`src/rtl/xau_pkg.sv`:
```
package xau_pkg;
   localparam int WAIT_W    = 3;
   localparam int BIT_INC   = 3;
   localparam int BIT_PREF  = 4;
   localparam int BIT_IRQEN = 5;
   localparam int BIT_BUSY  = 8;
   localparam int BIT_DONE  = 9;
   localparam int BIT_COLL  = 10;
   localparam int CTRL_MSB  = BIT_COLL;

   typedef enum logic [1:0] {
      REG_CTRL = 2'd0,
      REG_OFFS = 2'd1,
      REG_WDAT = 2'd2,
      REG_RDAT = 2'd3
   } xau_reg_e;
endpackage

```
`src/rtl/xau_seq.sv`:
```
module xau_seq
   import xau_pkg::*;
#(
   parameter int ADDR_W = 8,
   parameter int DATA_W = 16
) (
   input  logic              clk,
   input  logic              rst_n,
   input  logic              start,
   input  logic              start_wr,
   input  logic [ADDR_W-1:0] start_addr,
   input  logic [DATA_W-1:0] start_wdata,
   input  logic [WAIT_W-1:0] wait_cycles,
   output logic              busy,
   output logic              cmpl,
   output logic [DATA_W-1:0] rd_word,
   output logic [ADDR_W-1:0] mem_addr,
   output logic [DATA_W-1:0] mem_wdata,
   input  logic [DATA_W-1:0] mem_rdata,
   output logic              mem_ce,
   output logic              mem_we
);
   logic              busy_q, wr_q;
   logic [ADDR_W-1:0] addr_q;
   logic [DATA_W-1:0] wdata_q, rd_q;
   logic [WAIT_W-1:0] cnt_q;

   assign cmpl      = busy_q && (cnt_q == '0);
   assign busy      = busy_q;
   assign rd_word   = rd_q;
   assign mem_addr  = addr_q;
   assign mem_wdata = wdata_q;
   assign mem_ce    = busy_q;
   assign mem_we    = busy_q && wr_q;

   always_ff @(posedge clk) begin
      if (!rst_n) begin
         busy_q  <= 1'b0;
         wr_q    <= 1'b0;
         addr_q  <= '0;
         wdata_q <= '0;
         rd_q    <= '0;
         cnt_q   <= '0;
      end else if (start && !busy_q) begin
         busy_q  <= 1'b1;
         wr_q    <= start_wr;
         addr_q  <= start_addr;
         wdata_q <= start_wdata;
         cnt_q   <= wait_cycles;
      end else if (busy_q) begin
         if (cnt_q == '0) begin
            busy_q <= 1'b0;
            if (!wr_q) rd_q <= mem_rdata;
         end else begin
            cnt_q <= cnt_q - 1'b1;
         end
      end
   end

   AST_WE_INSIDE_CE: assert property (@(posedge clk) disable iff (!rst_n)
      mem_we |-> mem_ce);
   AST_ACCESS_HELD: assert property (@(posedge clk) disable iff (!rst_n)
      (mem_ce && !cmpl) |=> (mem_ce && $stable(mem_addr) && $stable(mem_we)));
   AST_RD_CAPTURE: assert property (@(posedge clk) disable iff (!rst_n)
      (cmpl && !mem_we) |=> (rd_word == $past(mem_rdata)));
endmodule

```
`src/rtl/xau_regs.sv`:
```
module xau_regs
   import xau_pkg::*;
#(
   parameter int ADDR_W = 8,
   parameter int DATA_W = 16
) (
   input  logic              clk,
   input  logic              rst_n,
   input  logic              bus_sel,
   input  logic              bus_wr,
   input  logic [1:0]        bus_addr,
   input  logic [DATA_W-1:0] bus_wdata,
   output logic [DATA_W-1:0] bus_rdata,
   input  logic              busy,
   input  logic              cmpl,
   input  logic [DATA_W-1:0] rd_word,
   output logic              start,
   output logic              start_wr,
   output logic [ADDR_W-1:0] start_addr,
   output logic [DATA_W-1:0] start_wdata,
   output logic [WAIT_W-1:0] wait_cycles,
   output logic              irq_raw
);
   logic [WAIT_W-1:0] wait_q;
   logic              inc_q, pref_q, irqen_q, done_q, coll_q;
   logic [ADDR_W-1:0] offs_q;
   logic [DATA_W-1:0] wdat_q;

   logic wr_acc, rd_acc, wr_ctrl, trig_offs, trig_wdat, trig_rd, any_trig;

   assign wr_acc    = bus_sel && bus_wr;
   assign rd_acc    = bus_sel && !bus_wr;
   assign wr_ctrl   = wr_acc && (bus_addr == REG_CTRL);
   assign trig_offs = wr_acc && (bus_addr == REG_OFFS);
   assign trig_wdat = wr_acc && (bus_addr == REG_WDAT);
   assign trig_rd   = rd_acc && (bus_addr == REG_RDAT) && pref_q;
   assign any_trig  = trig_offs || trig_wdat || trig_rd;

   assign start       = (trig_wdat || trig_rd || (trig_offs && !pref_q)) && !busy;
   assign start_wr    = trig_wdat;
   assign start_addr  = trig_offs ? bus_wdata[ADDR_W-1:0] : offs_q;
   assign start_wdata = bus_wdata;
   assign wait_cycles = wait_q;
   assign irq_raw     = done_q && irqen_q;

   always_ff @(posedge clk) begin
      if (!rst_n) begin
         wait_q  <= '0;
         inc_q   <= 1'b0;
         pref_q  <= 1'b0;
         irqen_q <= 1'b0;
         done_q  <= 1'b0;
         coll_q  <= 1'b0;
         offs_q  <= '0;
         wdat_q  <= '0;
      end else begin
         if (wr_ctrl) begin
            wait_q  <= bus_wdata[WAIT_W-1:0];
            inc_q   <= bus_wdata[BIT_INC];
            pref_q  <= bus_wdata[BIT_PREF];
            irqen_q <= bus_wdata[BIT_IRQEN];
         end
         if (cmpl)                                done_q <= 1'b1;
         else if (wr_ctrl && bus_wdata[BIT_DONE]) done_q <= 1'b0;
         if (any_trig && busy)                    coll_q <= 1'b1;
         else if (wr_ctrl && bus_wdata[BIT_COLL]) coll_q <= 1'b0;
         if (trig_offs && !busy)                  offs_q <= bus_wdata[ADDR_W-1:0];
         else if (cmpl && inc_q)                  offs_q <= offs_q + 1'b1;
         if (trig_wdat && !busy)                  wdat_q <= bus_wdata;
      end
   end

   always_comb begin
      bus_rdata = '0;
      case (bus_addr)
         REG_CTRL: begin
            bus_rdata[WAIT_W-1:0] = wait_q;
            bus_rdata[BIT_INC]    = inc_q;
            bus_rdata[BIT_PREF]   = pref_q;
            bus_rdata[BIT_IRQEN]  = irqen_q;
            bus_rdata[BIT_BUSY]   = busy;
            bus_rdata[BIT_DONE]   = done_q;
            bus_rdata[BIT_COLL]   = coll_q;
         end
         REG_OFFS: bus_rdata[ADDR_W-1:0] = offs_q;
         REG_WDAT: bus_rdata = wdat_q;
         default:  bus_rdata = rd_word;
      endcase
   end

   AST_DONE_ON_CMPL: assert property (@(posedge clk) disable iff (!rst_n)
      cmpl |=> done_q);
   AST_COLL_STICKY: assert property (@(posedge clk) disable iff (!rst_n)
      (coll_q && !(wr_ctrl && bus_wdata[BIT_COLL])) |=> coll_q);
   AST_OFFS_FROZEN: assert property (@(posedge clk) disable iff (!rst_n)
      (busy && !cmpl) |=> $stable(offs_q));
   AST_WDAT_GUARD: assert property (@(posedge clk) disable iff (!rst_n)
      busy |=> $stable(wdat_q));
endmodule

```
`src/rtl/xmem_access_unit.sv`:
```
module xmem_access_unit
   import xau_pkg::*;
#(
   parameter int ADDR_W         = 8,
   parameter int DATA_W         = 16,
   parameter bit IRQ_REGISTERED = 1'b0
) (
   input  logic              clk,
   input  logic              rst_n,
   input  logic              bus_sel,
   input  logic              bus_wr,
   input  logic [1:0]        bus_addr,
   input  logic [DATA_W-1:0] bus_wdata,
   output logic [DATA_W-1:0] bus_rdata,
   output logic [ADDR_W-1:0] mem_addr,
   output logic [DATA_W-1:0] mem_wdata,
   input  logic [DATA_W-1:0] mem_rdata,
   output logic              mem_ce,
   output logic              mem_we,
   output logic              irq
);
   if (DATA_W <= CTRL_MSB) begin : g_bad_data_w
      $error("DATA_W must hold the control word");
   end
   if (ADDR_W < 1 || ADDR_W > DATA_W) begin : g_bad_addr_w
      $error("ADDR_W must be between 1 and DATA_W");
   end

   logic              start, start_wr, busy, cmpl, irq_raw;
   logic [ADDR_W-1:0] start_addr;
   logic [DATA_W-1:0] start_wdata, rd_word;
   logic [WAIT_W-1:0] wait_cycles;

   xau_regs #(.ADDR_W(ADDR_W), .DATA_W(DATA_W)) u_regs (
      .clk(clk), .rst_n(rst_n),
      .bus_sel(bus_sel), .bus_wr(bus_wr), .bus_addr(bus_addr),
      .bus_wdata(bus_wdata), .bus_rdata(bus_rdata),
      .busy(busy), .cmpl(cmpl), .rd_word(rd_word),
      .start(start), .start_wr(start_wr), .start_addr(start_addr),
      .start_wdata(start_wdata), .wait_cycles(wait_cycles), .irq_raw(irq_raw)
   );

   xau_seq #(.ADDR_W(ADDR_W), .DATA_W(DATA_W)) u_seq (
      .clk(clk), .rst_n(rst_n),
      .start(start), .start_wr(start_wr), .start_addr(start_addr),
      .start_wdata(start_wdata), .wait_cycles(wait_cycles),
      .busy(busy), .cmpl(cmpl), .rd_word(rd_word),
      .mem_addr(mem_addr), .mem_wdata(mem_wdata), .mem_rdata(mem_rdata),
      .mem_ce(mem_ce), .mem_we(mem_we)
   );

   if (IRQ_REGISTERED) begin : g_irq_reg
      logic irq_q;
      always_ff @(posedge clk) begin
         if (!rst_n) irq_q <= 1'b0;
         else        irq_q <= irq_raw;
      end
      assign irq = irq_q;
   end else begin : g_irq_comb
      assign irq = irq_raw;
   end

   AST_START_ONLY_IDLE: assert property (@(posedge clk) disable iff (!rst_n)
      start |-> !busy);
   AST_LAUNCH_RAISES_CE: assert property (@(posedge clk) disable iff (!rst_n)
      start |=> mem_ce);
endmodule

```
`config.mk`:
```
export PLATFORM = sky130hd
export DESIGN_NAME = xmem_access_unit
export DESIGN_NICKNAME = d
export VERILOG_FILES = /design/src/rtl/xau_pkg.sv /design/src/rtl/xau_seq.sv /design/src/rtl/xau_regs.sv /design/src/rtl/xmem_access_unit.sv
export SDC_FILE = /design/constraint.sdc
export NUM_CORES = 1
export LEC_CHECK = 0
export ABC_AREA = 1
export ABC_CLOCK_PERIOD_IN_PS = 2300
export BUFFER_PORTS_ARGS = -buffer_cell sky130_fd_sc_hd__buf_2
export CAP_MARGIN = 10
export CORE_MARGIN = 5
export CORE_UTILIZATION = 55
export CTS_CLUSTER_SIZE = 10
export DETAILED_ROUTE_END_ITERATION = 10
export PLACE_DENSITY = 0.81
export SYNTH_ARGS = -nofsm -noshare
export SYNTH_HDL_FRONTEND = slang
export SYNTH_SLANG_ARGS = --single-unit
```
`constraint.sdc`:
```
create_clock -name clk -period 2.3 [get_ports clk]
set_clock_uncertainty 0.05 [all_clocks]
set_input_delay 0.23 -clock clk [delete_from_list [all_inputs] [get_ports clk]]
set_output_delay 0.23 -clock clk [all_outputs]
set_load 0.02 [all_outputs]
```
Word level (Yosys, flattened, before mapping) --
Cells that the tools add are included.
Storage, ports and cells: register bits after elaboration 77, input bits 38, output and inout port bits 43
Operators by class: add/sub/neg operators 2, equality and inequality tests 4, multiplexer cells 17, bitwise logic cells 2, reductions and logical operators 35
Operator list (count):
- $mux W8 | 3
- $logic_and A1 B1 Y1 | 19
- $pmux W6 S3 | 1
- $pmux W5 S2 | 1
- $mux W3 | 3
- $pmux W3 S3 | 1
- $add A8 B1 Y8 const B | 1
- $reduce_bool A2 Y1 | 4
- $mux W1 | 7
- $pmux W2 S3 | 1
- $eq A2 B2 Y1 const B | 2
- $logic_or A1 B1 Y1 | 4
- $reduce_and A4 Y1 | 1
- $logic_not A1 Y1 | 3
- $logic_not A3 Y1 | 1
- $sub A3 B1 Y3 const B | 1
- $eq A2 B1 Y1 const B | 1
- $logic_not A2 Y1 | 1
- $ne A2 B2 Y1 const B | 1
- $not A1 Y1 | 2
- $reduce_and A2 Y1 | 1
- $reduce_or A2 Y1 | 1

Depth between registers and ports, before layout --
word-level depth 10, mapped depth 10, gate-level depth less buffers 10

Modules after synthesis --
Synthesis repeated with hierarchy kept, for this count alone.
Unflattened totals: cells, all modules 523, area total of the unflattened synthesis 3652.3 µm²
Modules (own cells, without submodules):
- xau_regs | times used 1, cells each 301, area an instance 1958.1 µm², sequential area each 640.6 µm²
- xau_seq | times used 1, cells each 222, area an instance 1694.1 µm², sequential area each 900.9 µm²

Least setup slack after synthesis --
No wires, ideal clock.
kind register to register, start register u_seq.busy_q (netlist: u_seq.busy), end register u_seq.rd_q[10] (netlist: u_seq.rd_word[10]), data arrival time 1357 ps, path slack 778 ps, stages on the path, launching flop included 7, buffers on the path 1, clock period less this slack 1522 ps, cell sequence dfxtp_1 -> nand2_1 -> nor2_4 -> inv_1 -> buf_2 -> nor2_1 -> nor2_1
Between the ends: longest elaborated chain between the ends 5
Ends and longest elaborated chain:
- start: declaration | RTL line xau_seq.sv:23 | logic busy_q, wr_q;
- start signal: assignment | RTL line xau_seq.sv:38 | busy_q <= 1'b0;
- start signal: assignment | RTL line xau_seq.sv:45 | busy_q <= 1'b1;
- start signal: assignment | RTL line xau_seq.sv:52 | busy_q <= 1'b0;
- $logic_not A1 Y1 | RTL line xau_seq.sv:44, xau_regs.sv:39
- $logic_and A1 B1 Y1 | RTL line xau_regs.sv:39 | assign start = (trig_wdat || trig_rd || (trig_offs && !pref_q)) && !busy;
- $logic_and A1 B1 Y1 | RTL line xau_seq.sv:44 | end else if (start && !busy_q) begin
- $not A1 Y1 (no line)
- $reduce_and A4 Y1 (no line) (*)
- end signal: assignment | RTL line xau_seq.sv:53 | if (!wr_q) rd_q <= mem_rdata;
- end: declaration | RTL line xau_seq.sv:25 | logic [DATA_W-1:0] wdata_q, rd_q;
Every way passes the cells marked *; elsewhere a longest branch is shown, timed or not. A chain may end at the register's enable or synchronous reset.

Final worst setup path --
start register u_seq.busy_q (netlist: u_seq.busy), end output bus_rdata[8]
Between the ends: longest elaborated chain between the ends 1
Ends and longest elaborated chain:
- $pmux W3 S3 | RTL line xau_regs.sv:75 | case (bus_addr)
- end: declaration | RTL line xmem_access_unit.sv:14 | output logic [DATA_W-1:0] bus_rdata,
Every way passes these cells.

==> impl_metrics.xml <==
<?xml version="1.0" encoding="UTF-8"?>
<metrics>
  <group name="setup_path">
    <metric name="crit_slowest_cell" unit="">sky130_fd_sc_hd__dfxtp_1</metric>
    <metric name="worstSetupStartpointType" unit="">register</metric>
    <metric name="critical_path_data_arrival_time" unit="ns">1.64</metric>
    <metric name="critical-path-top-delay-family" unit="">flip-flops</metric>
    <metric name="worst_r2r_endpoint" unit="">u_seq.rd_word[2]</metric>
    <metric name="critical_path.max_fanout" unit="">8</metric>
    <metric name="critPathBufInv" unit="">2</metric>
    <metric name="sequence_of_cells_on_the_critical_path" unit="">inv_2 -&gt; o221ai_1 -&gt; buf_2</metric>
    <metric name="critical_path.max_stage_delay" unit="ns">0.63</metric>
    <metric name="ff2ff_setup_slack" unit="ns">0.42</metric>
    <metric name="cp.required" unit="ns">2.02</metric>
    <metric name="worstSetupEndpointType" unit="">output port</metric>
    <metric name="worstReg2RegStart" unit="">u_seq.cnt_q[1]</metric>
    <metric name="ff2ff_path_depth" unit="">9</metric>
    <metric name="worstSetupPathType" unit="">register to output port</metric>
  </group>
  <group name="run_status">
    <metric name="outcome" unit="">complete, no violations</metric>
  </group>
  <group name="synthesis">
    <metric name="synth_seq_cells" unit="">77</metric>
    <metric name="yosys_warnings" unit="">0</metric>
    <metric name="synth_edf_count" unit="">0</metric>
    <metric name="async_reset_ff_frac" unit="">0</metric>
    <metric name="synth.distinct_cells" unit="">34</metric>
    <metric name="synth.yosys.seq_area_share" unit="">0.438</metric>
    <metric name="post_synth_main_area_contributors" unit="">sky130_fd_sc_hd__dfxtp_1 (44%), sky130_fd_sc_hd__o21ai_0 (11%), sky130_fd_sc_hd__nor2_1 (8.4%)</metric>
    <metric name="synth_top_cell_area_share" unit="">0.438</metric>
    <metric name="syn_avg_cell_area" unit="um^2">7.29</metric>
    <metric name="postSynthCellCount" unit="">483</metric>
    <metric name="synthFlopType" unit="">sky130_fd_sc_hd__dfxtp_1</metric>
    <metric name="synth_area_leader_cell" unit="">sky130_fd_sc_hd__dfxtp_1</metric>
    <metric name="synth.cell_area" unit="mm^2">0.00352</metric>
    <metric name="postSynthNetCount" unit="">524</metric>
  </group>
  <group name="layout">
    <metric name="postLayoutCellArea" unit="mm^2">0.00412</metric>
    <metric name="n_fill_cell" unit="">581</metric>
    <metric name="postLayoutCoreUtil" unit="">0.656</metric>
    <metric name="layout-area-overhead-vs-synth" unit="%">16.8</metric>
    <metric name="antennaDiodeCount" unit="">0</metric>
    <metric name="post_route_cells_drive_above_1_share" unit="">0.230</metric>
    <metric name="numnets_final" unit="">597</metric>
  </group>
  <group name="clocking">
    <metric name="ctsRootBufferMaster" unit="">sky130_fd_sc_hd__clkbuf_8</metric>
    <metric name="cts_sinks" unit="">77</metric>
    <metric name="max-clock-path-buffers" unit="">2</metric>
    <metric name="post_cts_hold_buffer_count" unit="">0</metric>
    <metric name="tritoncts" unit="">yes</metric>
    <metric name="path_clk_slew" unit="ns">0.08</metric>
    <metric name="postCtsSetupBuffers" unit="">0</metric>
    <metric name="postCtsResizedCells" unit="">0</metric>
    <metric name="clock_latency_of_the_later_clocked_register_in_the_worst_skew_pair" unit="ns">0.35</metric>
    <metric name="cts.htree.levels" unit="">3</metric>
    <metric name="numCtsBuffers" unit="">9</metric>
  </group>
  <group name="global_route">
    <metric name="first_pass_grt_wire_length" unit="um">16100</metric>
    <metric name="number_of_antenna_violations_at_the_first_check_in_global_routing" unit="">0</metric>
    <metric name="globalRouteOverflowTotal" unit="">0</metric>
    <metric name="grt_util_all_layers" unit="">0.240</metric>
    <metric name="pin_count_of_the_biggest_net_entering_global_routing" unit="">35</metric>
    <metric name="grt_pass1_vias" unit="">3437</metric>
  </group>
  <group name="routing">
    <metric name="firstDrtPassIters" unit="">5</metric>
    <metric name="detailroute.via_count" unit="">3577</metric>
    <metric name="vias_per_cell" unit="">5.61</metric>
    <metric name="met3_length" unit="um">707</metric>
    <metric name="drt-total-wl" unit="um">9720</metric>
    <metric name="routed_wire_length_per_instance" unit="um">15.2</metric>
    <metric name="met2RoutedLength" unit="um">4770</metric>
    <metric name="wl_met1" unit="um">4010</metric>
    <metric name="drt_first_iter_violations" unit="">349</metric>
    <metric name="detail_route.drc_violations" unit="">0</metric>
    <metric name="topRoutingLayerUsed" unit="">met4</metric>
    <metric name="remaining_antenna_violation_count_after_routing" unit="">0</metric>
  </group>
  <group name="floorplanning">
    <metric name="placeableCoreArea" unit="mm^2">0.00628</metric>
    <metric name="fp.dieH" unit="um">90.0</metric>
    <metric name="floorplan.io_pins" unit="">81</metric>
    <metric name="core.rowCount" unit="">29</metric>
    <metric name="die-area" unit="mm^2">0.00811</metric>
    <metric name="x_dimension_of_the_die" unit="um">90.0</metric>
    <metric name="floorplan.initialDensity" unit="">0.561</metric>
  </group>
  <group name="timing">
    <metric name="final.period_utilization" unit="">0.836</metric>
    <metric name="max_freq" unit="MHz">520</metric>
    <metric name="grt_setup_unrepaired" unit="">false</metric>
    <metric name="finalWorstPathRequiredPeriod" unit="ns">1.92</metric>
    <metric name="timing_max_transition_violations_final" unit="">0</metric>
    <metric name="maxSlewHeadroom" unit="">0.641</metric>
    <metric name="final.setup.worst_slack" unit="ns">0.377</metric>
    <metric name="timing.final.setup_violations" unit="">0</metric>
    <metric name="final.setup.tns" unit="ns">0</metric>
    <metric name="final_hold_viol_count" unit="">0</metric>
    <metric name="worst_slew_pin_slew" unit="ns">0.538</metric>
  </group>
  <group name="hold_path">
    <metric name="hp_class" unit="">input port to register</metric>
    <metric name="whs_path_depth" unit="">3</metric>
    <metric name="hold_path_end" unit="">u_seq.rd_word[12]</metric>
    <metric name="launch_point_of_the_worst_hold_path" unit="">mem_rdata[12]</metric>
  </group>
  <group name="placed_design">
    <metric name="placed_area" unit="mm^2">0.00392</metric>
    <metric name="gpl.final_weighted_congestion" unit="">0.881</metric>
    <metric name="dpl.hpwl" unit="um">6930</metric>
    <metric name="place_ws" unit="ns">0.441</metric>
    <metric name="place.port_buffers" unit="">80</metric>
  </group>
  <group name="pwr">
    <metric name="power_per_cell_area" unit="mW/mm^2">684</metric>
    <metric name="peakVddDrop" unit="mV">0.381</metric>
    <metric name="leakage" unit="nW">1.91</metric>
  </group>
  <group name="flow_run">
    <metric name="drv_cap" unit="">0</metric>
  </group>
</metrics>
[state kept, by name (all words and copies together), names as in the netlist]
register,flops
u_regs.wdat_q,16
u_seq.mem_wdata,16
u_seq.rd_word,16
u_regs.offs_q,8
u_seq.mem_addr,8
u_regs.wait_cycles,3
u_seq.cnt_q,3
u_regs.coll_q,1
u_regs.done_q,1
u_regs.inc_q,1
u_regs.irqen_q,1
u_regs.pref_q,1
u_seq.busy,1
u_seq.wr_q,1
[cell type report]
type,count,area [um^2],area share
inverter,51,194,0.0471
tap,77,96.3,0.0234
clock inverter,5,58.8,0.0143
sequential,77,1540,0.375
multi-input combinational,333,1650,0.402
timing repair buffer,84,430,0.105
clock buffer,11,141,0.0344
[worst reg2reg max path, cell delays in order (launching register included)]
cell                      delay [ns]
sky130_fd_sc_hd__dfxtp_1        0.31
sky130_fd_sc_hd__inv_1          0.10
sky130_fd_sc_hd__ha_1           0.17
sky130_fd_sc_hd__inv_1          0.05
sky130_fd_sc_hd__nor2_1         0.12
sky130_fd_sc_hd__nand2_1        0.13
sky130_fd_sc_hd__nor2_4         0.29
sky130_fd_sc_hd__inv_1          0.30
sky130_fd_sc_hd__nor2_1         0.20
sky130_fd_sc_hd__nor2_1         0.06
[kinds of logic after synthesis]
logic type	count (synthesis)	share of synthesized area
and+or+nand+nor	183	0.230
AOI/OAI and AO/OA	144	0.221
DFF	77	0.438
buffers and inverters	73	0.0934
xor gates and xnor gates	3	0.00746
adders and majority gates	3	0.0107
[layout by cell type, fill, tap and decap left out, types with 10 or more instances in the layout]
master / Yosys / routed
sky130_fd_sc_hd__buf_2: 5 / 80
sky130_fd_sc_hd__nor2_1: 79 / 79
sky130_fd_sc_hd__dfxtp_1: 77 / 77
sky130_fd_sc_hd__o21ai_0: 76 / 76
sky130_fd_sc_hd__nand2_1: 68 / 68
sky130_fd_sc_hd__inv_1: 46 / 46
sky130_fd_sc_hd__a21oi_1: 37 / 37
sky130_fd_sc_hd__nand3_1: 13 / 13
sky130_fd_sc_hd__o21ai_1: 12 / 12
sky130_fd_sc_hd__clkbuf_8: 0 / 10
[synthesized netlist by cell type, types with 3 or more instances]
master / count
sky130_fd_sc_hd__o22ai_1: 3
sky130_fd_sc_hd__nor2_4: 3
sky130_fd_sc_hd__nand2_1: 68
sky130_fd_sc_hd__ha_1: 3
sky130_fd_sc_hd__o21ai_1: 12
sky130_fd_sc_hd__inv_1: 46
sky130_fd_sc_hd__o221ai_1: 3
sky130_fd_sc_hd__a21oi_1: 37
sky130_fd_sc_hd__buf_6: 3
sky130_fd_sc_hd__dfxtp_1: 77
sky130_fd_sc_hd__or2_2: 3
sky130_fd_sc_hd__clkbuf_1: 11
sky130_fd_sc_hd__o2111ai_1: 3
sky130_fd_sc_hd__nor2_2: 4
sky130_fd_sc_hd__a21oi_2: 6
sky130_fd_sc_hd__nand2_2: 6
sky130_fd_sc_hd__o21ai_0: 76
sky130_fd_sc_hd__buf_2: 5
sky130_fd_sc_hd__nor2_1: 79
sky130_fd_sc_hd__inv_2: 3
sky130_fd_sc_hd__nand3_1: 13
sky130_fd_sc_hd__o211ai_1: 3
[how the worst max path moves through the flow]
stage	from	endpoint	slack, ns	cells past startpoint
floorplan	u_seq.busy	u_seq.rd_word[10]	0.78	6
global placement	u_seq.busy	u_seq.rd_word[0]	0.56	5
detailed placement	u_seq.cnt_q[0]	u_seq.rd_word[0]	0.44	9
CTS	u_seq.busy	bus_rdata[8]	0.41	3
global route	u_seq.cnt_q[0]	u_seq.rd_word[2]	0.24	9
finish	u_seq.busy	bus_rdata[8]	0.38	3
[report_power, final]
part / internal (W) / switching [W] / leakage (nW) / total (W)
clock network: 0.000533 / 0.000505 / 0.0959 / 0.00104
logic: 0.000112 / 0.000234 / 1.19 / 0.000347
registers: 0.00139 / 0.0000367 / 0.626 / 0.00143
total: 0.00204 / 0.000776 / 1.91 / 0.00281
[routing by layer]
metal | GRT usage | up-vias
met5 | 0 | -
met1 | 0.294 | 1680
met2 | 0.399 | 153
li1 | - | 1723
met4 | 0.107 | 0
met3 | 0.0568 | 21
[per-stage QoR]
stage                     hold slack, ns  total power (W)  std cells
after CTS                         0.0480          0.00281        638
after global placement             0.388          0.00179        622
final                             0.0514          0.00281        638
after floorplan                    0.308          0.00168        483
after global routing              0.0570          0.00292        638
after detailed placement           0.399          0.00180        622
No activity file was read; power rests on OpenSTA's default activity.
